--- src/rtl/thread_prio_pkg.sv ---
package thread_prio_pkg;
  localparam int PRIO_W   = 3;
  localparam int REG_W    = 5;
  localparam int NUM_LVL  = 1 << PRIO_W;
  localparam int WEIGHT_W = NUM_LVL - 1;

  typedef enum logic [1:0] {
    PRIV_USER = 2'd0,
    PRIV_SUP  = 2'd1,
    PRIV_HYP  = 2'd2,
    PRIV_NONE = 2'd3
  } priv_e;

  localparam logic [PRIO_W-1:0] USER_LO = 3'd2;
  localparam logic [PRIO_W-1:0] USER_HI = 3'd4;
  localparam logic [PRIO_W-1:0] SUP_LO  = 3'd1;
  localparam logic [PRIO_W-1:0] SUP_HI  = 3'd6;

  // register number that selects level e (index = level)
  localparam logic [NUM_LVL-1:1][REG_W-1:0] HINT_REG =
    {5'd7, 5'd3, 5'd5, 5'd2, 5'd6, 5'd1, 5'd31};

  function automatic logic level_allowed(logic [1:0] priv, logic [PRIO_W-1:0] lvl);
    unique case (priv_e'(priv))
      PRIV_USER: return (lvl >= USER_LO) && (lvl <= USER_HI);
      PRIV_SUP:  return (lvl >= SUP_LO) && (lvl <= SUP_HI);
      PRIV_HYP:  return 1'b1;
      default:   return 1'b0;
    endcase
  endfunction
endpackage

--- src/rtl/prio_hint_decode.sv ---
module prio_hint_decode
  import thread_prio_pkg::*;
(
  input  logic [REG_W-1:0]  ra_i,
  input  logic [REG_W-1:0]  rb_i,
  input  logic [REG_W-1:0]  rc_i,
  output logic              match_o,
  output logic [PRIO_W-1:0] level_o
);
  logic              same;
  logic [NUM_LVL-1:1] hit;

  assign same = (ra_i == rb_i) && (rb_i == rc_i);

  for (genvar e = 1; e < NUM_LVL; e++) begin : g_ent
    assign hit[e] = same && (ra_i == HINT_REG[e]);
  end

  always_comb begin
    level_o = '0;
    for (int e = 1; e < NUM_LVL; e++) begin
      if (hit[e]) level_o = PRIO_W'(e);
    end
  end

  assign match_o = |hit;
endmodule

--- src/rtl/prio_priv_gate.sv ---
module prio_priv_gate
  import thread_prio_pkg::*;
(
  input  logic              req_i,
  input  logic [1:0]        priv_i,
  input  logic [PRIO_W-1:0] level_i,
  output logic              grant_o,
  output logic              deny_o
);
  logic ok;
  assign ok      = level_allowed(priv_i, level_i);
  assign grant_o = req_i && ok;
  assign deny_o  = req_i && !ok;
endmodule

--- src/rtl/prio_weight_calc.sv ---
module prio_weight_calc
  import thread_prio_pkg::*;
#(
  parameter int NUM_THREADS = 4
) (
  input  logic [NUM_THREADS-1:0][PRIO_W-1:0]   prio_i,
  output logic [NUM_THREADS-1:0][WEIGHT_W-1:0] weight_o
);
  logic [PRIO_W-1:0] min_act;

  // minimum over threads that are switched on
  always_comb begin
    min_act = '1;
    for (int t = 0; t < NUM_THREADS; t++) begin
      if (prio_i[t] != '0 && prio_i[t] < min_act) min_act = prio_i[t];
    end
  end

  for (genvar t = 0; t < NUM_THREADS; t++) begin : g_w
    logic [PRIO_W-1:0] shamt;
    assign shamt       = prio_i[t] - min_act;
    assign weight_o[t] = (prio_i[t] == '0) ? '0 : (WEIGHT_W'(1) << shamt);
  end
endmodule

--- src/rtl/thread_prio_regfile.sv ---
module thread_prio_regfile
  import thread_prio_pkg::*;
#(
  parameter int                NUM_THREADS = 4,
  parameter int                TID_W       = $clog2(NUM_THREADS),
  parameter logic [PRIO_W-1:0] RESET_LVL   = 3'd4
) (
  input  logic                            clk_i,
  input  logic                            rst_ni,
  input  logic                            dir_valid_i,
  input  logic [TID_W-1:0]                dir_tid_i,
  input  logic [PRIO_W-1:0]               dir_level_i,
  input  logic [1:0]                      dir_priv_i,
  input  logic                            hint_valid_i,
  input  logic [TID_W-1:0]                hint_tid_i,
  input  logic [REG_W-1:0]                hint_ra_i,
  input  logic [REG_W-1:0]                hint_rb_i,
  input  logic [REG_W-1:0]                hint_rc_i,
  input  logic [1:0]                      hint_priv_i,
  output logic [NUM_THREADS*PRIO_W-1:0]   prio_o,
  output logic [NUM_THREADS*WEIGHT_W-1:0] weight_o,
  output logic                            viol_o
);
  logic              hint_hit;
  logic [PRIO_W-1:0] hint_lvl;
  logic              dir_grant, dir_deny, hint_grant, hint_deny;
  logic              viol_q;
  logic [NUM_THREADS-1:0][PRIO_W-1:0]   prio_q;
  logic [NUM_THREADS-1:0][WEIGHT_W-1:0] weight;

  prio_hint_decode u_hint (
    .ra_i    (hint_ra_i),
    .rb_i    (hint_rb_i),
    .rc_i    (hint_rc_i),
    .match_o (hint_hit),
    .level_o (hint_lvl)
  );

  prio_priv_gate u_dir_gate (
    .req_i   (dir_valid_i),
    .priv_i  (dir_priv_i),
    .level_i (dir_level_i),
    .grant_o (dir_grant),
    .deny_o  (dir_deny)
  );

  // unmatched triple is a plain no-op: never a request
  prio_priv_gate u_hint_gate (
    .req_i   (hint_valid_i && hint_hit),
    .priv_i  (hint_priv_i),
    .level_i (hint_lvl),
    .grant_o (hint_grant),
    .deny_o  (hint_deny)
  );

  for (genvar t = 0; t < NUM_THREADS; t++) begin : g_thr
    logic dir_sel, hint_sel;
    assign dir_sel  = dir_grant && (dir_tid_i == TID_W'(t));
    assign hint_sel = hint_grant && (hint_tid_i == TID_W'(t));

    always_ff @(posedge clk_i or negedge rst_ni) begin
      if (!rst_ni)       prio_q[t] <= RESET_LVL;
      else if (dir_sel)  prio_q[t] <= dir_level_i;
      else if (hint_sel) prio_q[t] <= hint_lvl;
    end
  end

  always_ff @(posedge clk_i or negedge rst_ni) begin
    if (!rst_ni) viol_q <= 1'b0;
    else         viol_q <= dir_deny || hint_deny;
  end

  prio_weight_calc #(.NUM_THREADS(NUM_THREADS)) u_weight (
    .prio_i   (prio_q),
    .weight_o (weight)
  );

  assign prio_o   = prio_q;
  assign weight_o = weight;
  assign viol_o   = viol_q;
endmodule

--- config.mk ---
export PLATFORM = sky130hd
export DESIGN_NAME = thread_prio_regfile
export DESIGN_NICKNAME = d
export VERILOG_FILES = /design/src/rtl/thread_prio_pkg.sv /design/src/rtl/prio_hint_decode.sv /design/src/rtl/prio_priv_gate.sv /design/src/rtl/prio_weight_calc.sv /design/src/rtl/thread_prio_regfile.sv
export SDC_FILE = /design/constraint.sdc
export NUM_CORES = 1
export LEC_CHECK = 0
export ABC_AREA = 1
export BUFFER_PORTS_ARGS = -buffer_cell sky130_fd_sc_hd__clkbuf_2
export CAP_MARGIN = 20
export CORE_AREA = 2 2 93 50
export CTS_CLUSTER_SIZE = 12
export DETAILED_ROUTE_END_ITERATION = 12
export DIE_AREA = 0 0 95 52
export GPL_TIMING_DRIVEN = 0
export PLACE_DENSITY = 0.82
export SYNTH_ARGS = -nofsm -noshare
export SYNTH_HDL_FRONTEND = slang
export SYNTH_HIERARCHICAL = 1
export SYNTH_SLANG_ARGS = --single-unit
--- constraint.sdc ---
create_clock -name clk_i -period 9.5 [get_ports clk_i]
set_input_delay 0.95 -clock clk_i [delete_from_list [all_inputs] [get_ports clk_i]]
set_output_delay 0.95 -clock clk_i [all_outputs]
set_load 0.05 [all_outputs]
=== Word-level counts from Yosys, hierarchy flattened ===
Cells that the tools add are included.

* Bits of input ports: 30
* Output and inout bits: 41
* Register bits: 13

* Reductions and logical operators: 49
* Add/subtract/negate cells: 4
* Equality and inequality tests: 19
* Multiplexer cells: 25
* Shift-type cells: 4
* Order comparisons: 12

{| class="wikitable"
|+ Operator list
! operator !! count
|-
| $mux W3 || 16
|-
| $logic_and A1 B1 Y1 || 29
|-
| $mux W7 || 4
|-
| $shl A1 B3 Y7 const A || 4
|-
| $eq A5 B3 Y1 const B || 3
|-
| $eq A2 B2 Y1 const B || 6
|-
| $le A3 B3 Y1 const B || 4
|-
| $logic_not A3 Y1 || 4
|-
| $reduce_bool A3 Y1 || 4
|-
| $sub A3 B3 Y3 || 4
|-
| $eq A5 B2 Y1 const B || 2
|-
| $eq A5 B5 Y1 || 2
|-
| $lt A3 B3 Y1 || 3
|-
| $eq A2 B1 Y1 const B || 4
|-
| $logic_not A2 Y1 || 4
|-
| $reduce_bool A2 Y1 || 4
|-
| $reduce_or A7 Y1 || 1
|-
| $ge A3 B1 Y1 const B || 2
|-
| $ge A3 B2 Y1 const B || 2
|-
| $pmux W1 S3 || 2
|-
| $eq A5 B1 Y1 const B || 1
|-
| $eq A5 B5 Y1 const B || 1
|-
| $mux W2 || 2
|-
| $lt A3 B3 Y1 const B || 1
|-
| 3 further kinds || 4
|}

=== Longest topological paths before layout ===
Gate-level depths: netlist of the first run.

* Word-level depth: 17
* Depth in mapped cells: 34

=== Hierarchy ===
Netlist of the first run, hierarchy kept.

{| class="wikitable"
|+ By module, submodules not included
! module !! times used !! cells each !! area each (sq um) !! seq. area each (sq um)
|-
| prio_weight_calc || 1 || 204 || 1,037.2 || 0.0
|-
| thread_prio_regfile || 1 || 86 || 738.2 || 330.3
|-
| prio_hint_decode || 1 || 59 || 307.8 || 0.0
|-
| prio_priv_gate || 2 || 22 || 92.6 || 0.0
|}

=== Least setup slack after synthesis of the first run ===
No wires, ideal clock.

* Kind: flip-flop to output port
* From: register prio_q (netlist bit prio_o[2])
* To: output port weight_o[0]
* Setup slack: 4.005 ns
* Path buffers: 0
* Stages on the path, launching flop included: 27
* Required time: 8.550 ns
* Arrival: 4.545 ns
* Cells stage by stage: dfstp_2 > inv_2 > o21ai_1 > nand2_1 > nand2_1 > inv_1 > nand2_2 > nand3_2 > o21ai_0 > ha_1 > nand2_1 > inv_1 > nand2_2 > nand2_2 > nand2_1 > o21a_1 > inv_1 > ha_1 > nor2_1 > nand2_8 > a21oi_1 > ha_1 > inv_1 > ha_1 > inv_1 > nand3_1 > nor2_1

* Longest elaborated chain between the ends: 15
* Elaborated cells on any way between the ends: 17
* Those cells by class: add/sub (1); order compare (4); shift (1); mux (5); reduce/logical (6)

{| class="wikitable"
|+ RTL lines
! what !! line !! text
|-
| from (decl) || thread_prio_regfile.sv:28 || <nowiki>logic [NUM_THREADS-1:0][PRIO_W-1:0] prio_q;</nowiki>
|-
| from (signal, indexed assignment) || thread_prio_regfile.sv:63 || <nowiki>else if (dir_sel) prio_q[t] <= dir_level_i;</nowiki>
|-
| from (signal, indexed assignment) || thread_prio_regfile.sv:64 || <nowiki>else if (hint_sel) prio_q[t] <= hint_lvl;</nowiki>
|-
| $lt A3 B3 Y1 / $reduce_bool A3 Y1 (equally long branches) || prio_weight_calc.sv:15 || <nowiki>if (prio_i[t] != '0 && prio_i[t] < min_act) min_act = prio_i[t];</nowiki>
|-
| $logic_and A1 B1 Y1 || prio_weight_calc.sv:15 ||
|-
| $mux W3 || prio_weight_calc.sv:15 ||
|-
| $lt A3 B3 Y1 || prio_weight_calc.sv:15 ||
|-
| $logic_and A1 B1 Y1 || prio_weight_calc.sv:15 ||
|-
| $mux W3 || prio_weight_calc.sv:15 ||
|-
| $lt A3 B3 Y1 || prio_weight_calc.sv:15 ||
|-
| $logic_and A1 B1 Y1 || prio_weight_calc.sv:15 ||
|-
| $mux W3 || prio_weight_calc.sv:15 ||
|-
| $lt A3 B3 Y1 || prio_weight_calc.sv:15 ||
|-
| $logic_and A1 B1 Y1 || prio_weight_calc.sv:15 ||
|-
| $mux W3 || prio_weight_calc.sv:15 ||
|-
| $sub A3 B3 Y3 || prio_weight_calc.sv:21 || <nowiki>assign shamt = prio_i[t] - min_act;</nowiki>
|-
| $shl A1 B3 Y7 || prio_weight_calc.sv:22 || <nowiki>assign weight_o[t] = (prio_i[t] == '0) ? '0 : (WEIGHT_W'(1) << shamt);</nowiki>
|-
| $mux W7 (*) || prio_weight_calc.sv:22 ||
|-
| to (decl) || thread_prio_regfile.sv:21 || <nowiki>output logic [NUM_THREADS*WEIGHT_W-1:0] weight_o,</nowiki>
|}

Mark *: on every way between the ends. The rest lies on a longest branch, timed or not.

=== Worst setup path in the final report of the first run ===
* From: register prio_q (netlist bit prio_o[2])
* To: output port weight_o[14]

* Longest elaborated chain between the ends: 15
* Elaborated cells on any way between the ends: 16
* Those cells by class: add/sub (1); order compare (4); shift (1); mux (5); reduce/logical (5)

{| class="wikitable"
|+ RTL lines
! what !! line
|-
| $lt A3 B3 Y1 / $reduce_bool A3 Y1 (equally long branches) || prio_weight_calc.sv:15
|-
| $logic_and A1 B1 Y1 || prio_weight_calc.sv:15
|-
| $mux W3 (*) || prio_weight_calc.sv:15
|-
| $lt A3 B3 Y1 || prio_weight_calc.sv:15
|-
| $logic_and A1 B1 Y1 || prio_weight_calc.sv:15
|-
| $mux W3 (*) || prio_weight_calc.sv:15
|-
| $lt A3 B3 Y1 || prio_weight_calc.sv:15
|-
| $logic_and A1 B1 Y1 || prio_weight_calc.sv:15
|-
| $mux W3 (*) || prio_weight_calc.sv:15
|-
| $lt A3 B3 Y1 || prio_weight_calc.sv:15
|-
| $logic_and A1 B1 Y1 || prio_weight_calc.sv:15
|-
| $mux W3 (*) || prio_weight_calc.sv:15
|-
| $sub A3 B3 Y3 (*) || prio_weight_calc.sv:21
|-
| $shl A1 B3 Y7 (*) || prio_weight_calc.sv:22
|-
| $mux W7 (*) || prio_weight_calc.sv:22
|}

Marks and branches as above.

==> results of run 1 <==
-- layer usage --
metal	vias to the layer above	wire length [µm]	global-route usage
met5	-	0	0
met4	0	40	0.0266
met3	6	642	0.0623
met1	1203	2990	0.385
li1	1413	-	-
met2	133	2460	0.408
-- worst min-delay path: stages, from the launching register on --
cell,delay (ns)
dfrtp_1,0.37
nand3_1,0.08
nand3_1,0.08
-- final timing paths --
kind / from / end / slack (ns) / cells past startpoint
worst max-delay path: prio_o[2]$_DFFE_PN1P_ / weight_o[14] / 3.33 / 27
min in group asynchronous: rst_ni / prio_o[3]$_DFFE_PN0P_ / 0.59 / 1
max in group asynchronous: rst_ni / prio_o[11]$_DFFE_PN1P_ / 8.60 / 1
worst min-delay path: prio_o[3]$_DFFE_PN0P_ / prio_o[3]$_DFFE_PN0P_ / 0.57 / 2
worst min register to register: prio_o[3]$_DFFE_PN0P_ / prio_o[3]$_DFFE_PN0P_ / 0.57 / 2
worst max register to register: prio_o[8]$_DFFE_PN1P_ / prio_o[8]$_DFFE_PN1P_ / 8.63 / 2
-- cells in the final DEF (no fill, tap or decap), types with 3 or more instances in the layout --
cell	instances
nand3_1	85
nand2_1	78
clkbuf_2	68
inv_1	65
nor2_1	43
nand2_2	21
nand4_1	12
inv_2	11
nor2_2	11
ha_1	10
dfrtp_1	9
o21ai_1	6
nand3_2	5
dfstp_2	4
buf_6	3
clkbuf_8	3
o21ai_0	3
nor3_1	3
xor2_1	3
-- per-stage QoR --
step | instances | util | setup slack, ns
floorplan | 393 | - | 4.01
global placement | 518 | 0.640 | 3.85
detailed placement | 518 | 0.640 | 3.73
CTS | 522 | 0.650 | 3.45
global route | 522 | 0.650 | 2.97
finish | 522 | 0.650 | 3.33
-- area by class of cell --
cell class                      count  share of cell area
Multi-Input combinational cell    300               0.592
Tap cell                           57              0.0262
Buffer                              3              0.0124
Sequential cell                    13               0.121
Clock buffer                        4              0.0165
Timing Repair Buffer               68               0.125
Inverter                           77               0.107
-- cells by family after synthesis --
kind of cell | count (synthesis) | synth area share
buffers and inverters | 80 | 0.143
XOR/XNOR | 4 | 0.0154
AO/OA/AOI/OAI | 16 | 0.0414
adder cells (fa/ha/maj) | 10 | 0.0552
flip-flops | 13 | 0.146
AND/OR/NAND/NOR | 270 | 0.600
-- sequential cells by signal, indices dropped and copies added, names as in the netlist --
register	count
viol_o	1
prio_o	12
==> flow_summary.json, run 1 <==
{
  "status": "completed",
  "cp_slowest_cell": "dfstp_2",
  "crit_type": "register to output pin",
  "start_util": 0.541,
  "arrival_ns": 5.22,
  "antenna_left": 0,
  "vias_per_cell": 5.28,
  "endpoint_kind": "output pin",
  "fin_crit_sh": 0.650,
  "synthesis.nets": 433,
  "first_pass_iters": 5,
  "worstHoldPathType": "register to register",
  "rsz0062_at_grt": "no",
  "synthArstFlopShare": 1.00,
  "clk_pin_slew_ns": 0.06,
  "drv_cap": 0,
  "cp_top_family": "simple AND/OR/NAND/NOR gates",
  "antenna_found_initial": 0,
  "dieHeight_um": 52,
  "coreArea_um2": 4190,
  "netlist_area_um2": 2270,
  "worst-path-max-fanout": 9,
  "gp_congestion": 0.893,
  "finalSetupTns_ns": 0,
  "clock_tree.root_cell": "clkbuf_8",
  "grt_pass1_vias": 2373,
  "yosysSeqAreaShare": 0.146,
  "slew-limit-headroom": 0.520,
  "cts_inserted_buffers": 3,
  "setup_viol": 0,
  "start_kind": "register",
  "ys_types": 34,
  "htreeDepth": 1,
  "ys_ff_latch": 13,
  "critPathMaxStageDelay_ns": 0.59,
  "regArea_um2": 330,
  "cts_setup_buffers": 0,
  "multi_input_area_um2": 1610,
  "num_vias": 2755,
  "fillers": 389,
  "layout_min_cycle_time_ns": 6.17,
  "cp.required_ns": 8.55,
  "syn_to_final_growth_pct": 20.1,
  "critPathBufInv": 7,
  "fin_skew_ns": 0,
  "wire_per_inst_um": 11.7,
  "layout-drive-gt1-share": 0.295,
  "drc": 0,
  "finalMaxSlewViolations": 0,
  "synthCells": 393,
  "grt_overflow_total": 0,
  "hold_buffers": 0,
  "synth_edf_count": 0,
  "drtIter0Drc": 156,
  "drt-total-wl_um": 6130,
  "synth_top_cell_by_area": "nand3_1",
  "clock_path_buffers": 2,
  "io_pins": 71,
  "port_buffers": 68,
  "placed_area_um2": 2680,
  "cts_tree": "built",
  "synth_top_cell_area_share": 0.188,
  "grt.total_usage": 0.264,
  "synthFlopType": "dfrtp_1",
  "synth_most_common_cell": "nand3_1",
  "grt_pass1_wl_um": 10300,
  "clock-sinks": 13,
  "fmax_ghz": 0.162,
  "dieArea_um2": 4940,
  "stdcell_area_um2": 2730,
  "fp-row-count": 17,
  "yosys-top-cells-count": "nand3_1 (85), nand2_1 (78), inv_1 (65), nor2_1 (43), nand2_2 (21)",
  "whs_ns": 0.567,
  "tightest_slew_ns": 0.717,
  "syn_avg_cell_area_um2": 5.77,
  "grt_max_degree": 14,
  "finalHoldViolations": 0,
  "cts.repair.resized": 0,
  "cp_common_cell": "inv_1",
  "die_w_um": 95,
  "nets": 506,
  "ys_warn_count": 6,
  "hpwl_um": 5190,
  "yosys-top-cells-area": "nand3_1 (19%), nand2_1 (13%), inv_1 (11%)",
  "clkLatencyLatePin_ns": 0.25,
  "n_antenna_cell": 0
}
Power of run 1 is not shown: default switching activity piles up to over one toggle a cycle in this logic, so the estimate is an artifact.
==> inputs of run 2 (changes only) <==
- ABC_AREA: 1 -> 0
- CORE_AREA: 2 2 93 50 -> 2 2 104 56
- DIE_AREA: 0 0 95 52 -> 0 0 106 58
- PLACE_DENSITY: 0.82 -> 0.72
- clock period: 9.5 -> 5.22 ns (I/O delays scaled with it)
==> run 2 against run 1 <==
Effect of this change: the run now ends with negative setup slack left; non-clock buffer count rose by 41; hold slack got worse by 0.40 ns; core utilization grew 8.6 points; flip-flop and latch count unchanged; register-to-register slack got worse by 4.5 ns; sequential share of layout area fell by 3.3 points; die area increased by 24%; largest cell class unchanged.
==> flow_summary.json, run 2 <==
{
  "dieHeight_um": 58,
  "arrival_ns": 4.72,
  "io_pins": 71,
  "gp_congestion": 0.925,
  "dp.cells": 456,
  "setup_viol": 2,
  "synthArstFlopShare": 1.00,
  "grt_pass1_vias": 2528,
  "yosys-top-cells-count": "mux2i_1 (36), nor2_1 (28), nand2_1 (25), a21oi_1 (21)",
  "drc": 0,
  "critPathBufInv": 3,
  "status": "finished, violations left",
  "start_util": 0.462,
  "htreeDepth": 1,
  "grt_max_degree": 14,
  "cp.required_ns": 4.70,
  "synthCells": 312,
  "wire_per_inst_um": 16.0,
  "fin_cells": 488,
  "cp_common_cell": "ha_4",
  "drv_cap": 0,
  "antenna_found_initial": 0,
  "fin_skew_ns": 0,
  "yosys.area_share.simple": 0.354,
  "cp_slowest_cell": "dfstp_4",
  "grt_pass1_wl_um": 12100,
  "fmax_ghz": 0.191,
  "synth_top_cell_area_share": 0.148,
  "clk_pin_slew_ns": 0.05,
  "violations": "negative setup slack",
  "rsz0062_at_grt": "yes",
  "synthFlopType": "dfrtp_1",
  "worst-path-max-fanout": 5,
  "final_common_cell": "clkbuf_2",
  "start_kind": "register",
  "port_buffers": 70,
  "endpoint_kind": "output pin",
  "cts_inserted_buffers": 3,
  "finalHoldViolations": 0,
  "finalSetupTns_ns": -0.0271,
  "cts_tree": "built",
  "met3_usage": 0.0315,
  "final_core_util": 0.736,
  "synth_top_cell_by_area": "mux2i_1",
  "num_vias": 2863,
  "coreArea_um2": 5250,
  "hpwl_um": 5490,
  "finalMaxSlewViolations": 0,
  "clkLatencyLatePin_ns": 0.24,
  "synth-compound-area-share": 0.222,
  "vias_per_cell": 5.87,
  "finalWorstSetupSlack_ns": -0.0195,
  "fillers": 355,
  "ys_warn_count": 6,
  "slew-limit-headroom": 0.421,
  "crit_type": "register to output pin",
  "path_cells": "buf_8 -> o22ai_4 -> ha_4 -> nand2b_4 -> a211oi_4 -> nor2_1 -> or4_4 -> and3_4 -> ha_4 -> a2111o_1 -> a21oi_2 -> o211ai_4 -> nand2_2 -> o21ai_4 -> ha_2 -> inv_2 -> ha_4 -> or4_4 -> mux2i_4 -> buf_8",
  "ys_types": 65,
  "yosysSeqAreaShare": 0.136,
  "placed_area_um2": 3180,
  "dieArea_um2": 6150,
  "ys_ff_latch": 13,
  "stdcell_area_um2": 3870,
  "cp_top_family": "simple AND/OR/NAND/NOR gates",
  "synth_top_family_by_area": "simple AND/OR/NAND/NOR gates",
  "layout-drive-gt1-share": 0.506,
  "n_antenna_cell": 0,
  "most-common-layout-cells": "clkbuf_2 (44), buf_4 (28), nor2_1 (26), nand2_1 (22), buf_6 (16)",
  "netlist_area_um2": 2430,
  "syn_avg_cell_area_um2": 7.78,
  "synth_most_common_cell": "mux2i_1",
  "grt-busiest-layer": "met2",
  "synth-adder-area-share": 0.0515,
  "yosys-top-cells-area": "mux2i_1 (15%), dfrtp_1 (9.3%), ha_1 (5.2%)",
  "clock_path_buffers": 2,
  "tightest_slew_ns": 0.867,
  "fin_crit_sh": 1.00,
  "fp-row-count": 19,
  "gr-usage-met1": 0.368,
  "clock-sinks": 13,
  "grt.total_usage": 0.242,
  "worstHoldPathType": "input pin to asynchronous set/reset pin",
  "synth_mux_area_frac": 0.158,
  "first_pass_iters": 5,
  "critPathMaxStageDelay_ns": 0.64,
  "syn_to_final_growth_pct": 59.3,
  "drt-total-wl_um": 7810,
  "synth-xor-area-share": 0.0211,
  "use_met2": 0.388,
  "synth_edf_count": 0,
  "layout_min_cycle_time_ns": 5.24,
  "die_w_um": 106,
  "largest_reg_flops": 12,
  "drtIter0Drc": 190,
  "nets": 456,
  "antenna_left": 0,
  "synthesis.nets": 352,
  "clock_tree.root_cell": "clkbuf_8",
  "grt_overflow_total": 0
}
==> run 2: cell count changes after synthesis, moves of 6 or more <==
cell / before / now
a21oi_1: 2 / 21
inv_1: 65 / 10
inv_2: 11 / 0
mux2i_1: 0 / 36
nand2_1: 78 / 25
nand2_2: 21 / 0
nand2b_1: 0 / 16
nand3_1: 85 / 8
nand3b_1: 0 / 8
nand4_1: 12 / 3
nor2_1: 43 / 28
nor2_2: 11 / 0
nor3_1: 3 / 16
or3_1: 0 / 6
==> run 2: per-layer routing <==
layer,vias to the layer above,part of all wire
met2,93,0.45
li1,1378,-
met3,6,0.058
met4,0,0.0042
met5,-,0
met1,1386,0.48
==> run 2: what timing repair did <==
action | 4_1_cts | 5_1_grt
resized for setup | 53 | 69
hold buffers | 0 | 0
pin swaps | 10 | 23
setup buffers | 17 | 11
endpoints found under the setup margin | 28 | 28
==> run 2: per-stage QoR <==
| stage | hold WS [ns] | worst slack, ns |
|---|---|---|
| 2_1_floorplan | 0.226 | 0.00173 |
| 3_3_place_gp | 0.436 | -0.287 |
| 3_5_place_dp | 0.439 | -0.337 |
| 4_1_cts | 0.175 | -0.0649 |
| 5_1_grt | 0.191 | -0.133 |
| 6_report | 0.166 | -0.0195 |
==> run 2: cells by family after synthesis <==
kind of cell,count (synthesis)
adder cells (fa/ha/maj),10
buffers and inverters,23
XOR/XNOR,5
flip-flops,13
AO/OA/AOI/OAI,71
multiplexers,38
AND/OR/NAND/NOR,152
==> run 2: path summary, 6_finish.rpt <==
kind	startpoint	endpoint	slack, ns	depth (start not counted)
min in group clk_i	dir_level_i[2]	prio_o[8]$_DFFE_PN1P_	0.59	3
worst max register to register	prio_o[2]$_DFFE_PN1P_	prio_o[2]$_DFFE_PN1P_	4.18	3
worst min register to register	prio_o[6]$_DFFE_PN0P_	prio_o[6]$_DFFE_PN0P_	0.61	2
max in group asynchronous	rst_ni	prio_o[11]$_DFFE_PN1P_	4.76	1
worst min-delay path	rst_ni	prio_o[0]$_DFFE_PN0P_	0.17	1
worst max-delay path	prio_o[5]$_DFFE_PN1P_	weight_o[19]	-0.02	20
==> run 2: layout make-up <==
class | count | area [µm²] | share of cell area
plain buffers | 12 | 114 | 0.0294
clock buffers | 4 | 45.0 | 0.0116
inverters | 10 | 37.5 | 0.00971
repair buffers | 100 | 743 | 0.192
multi-input cells | 276 | 2490 | 0.645
flip-flops and latches | 13 | 343 | 0.0886
well taps | 73 | 91.3 | 0.0236
Power of run 2 is left out for the same reason.
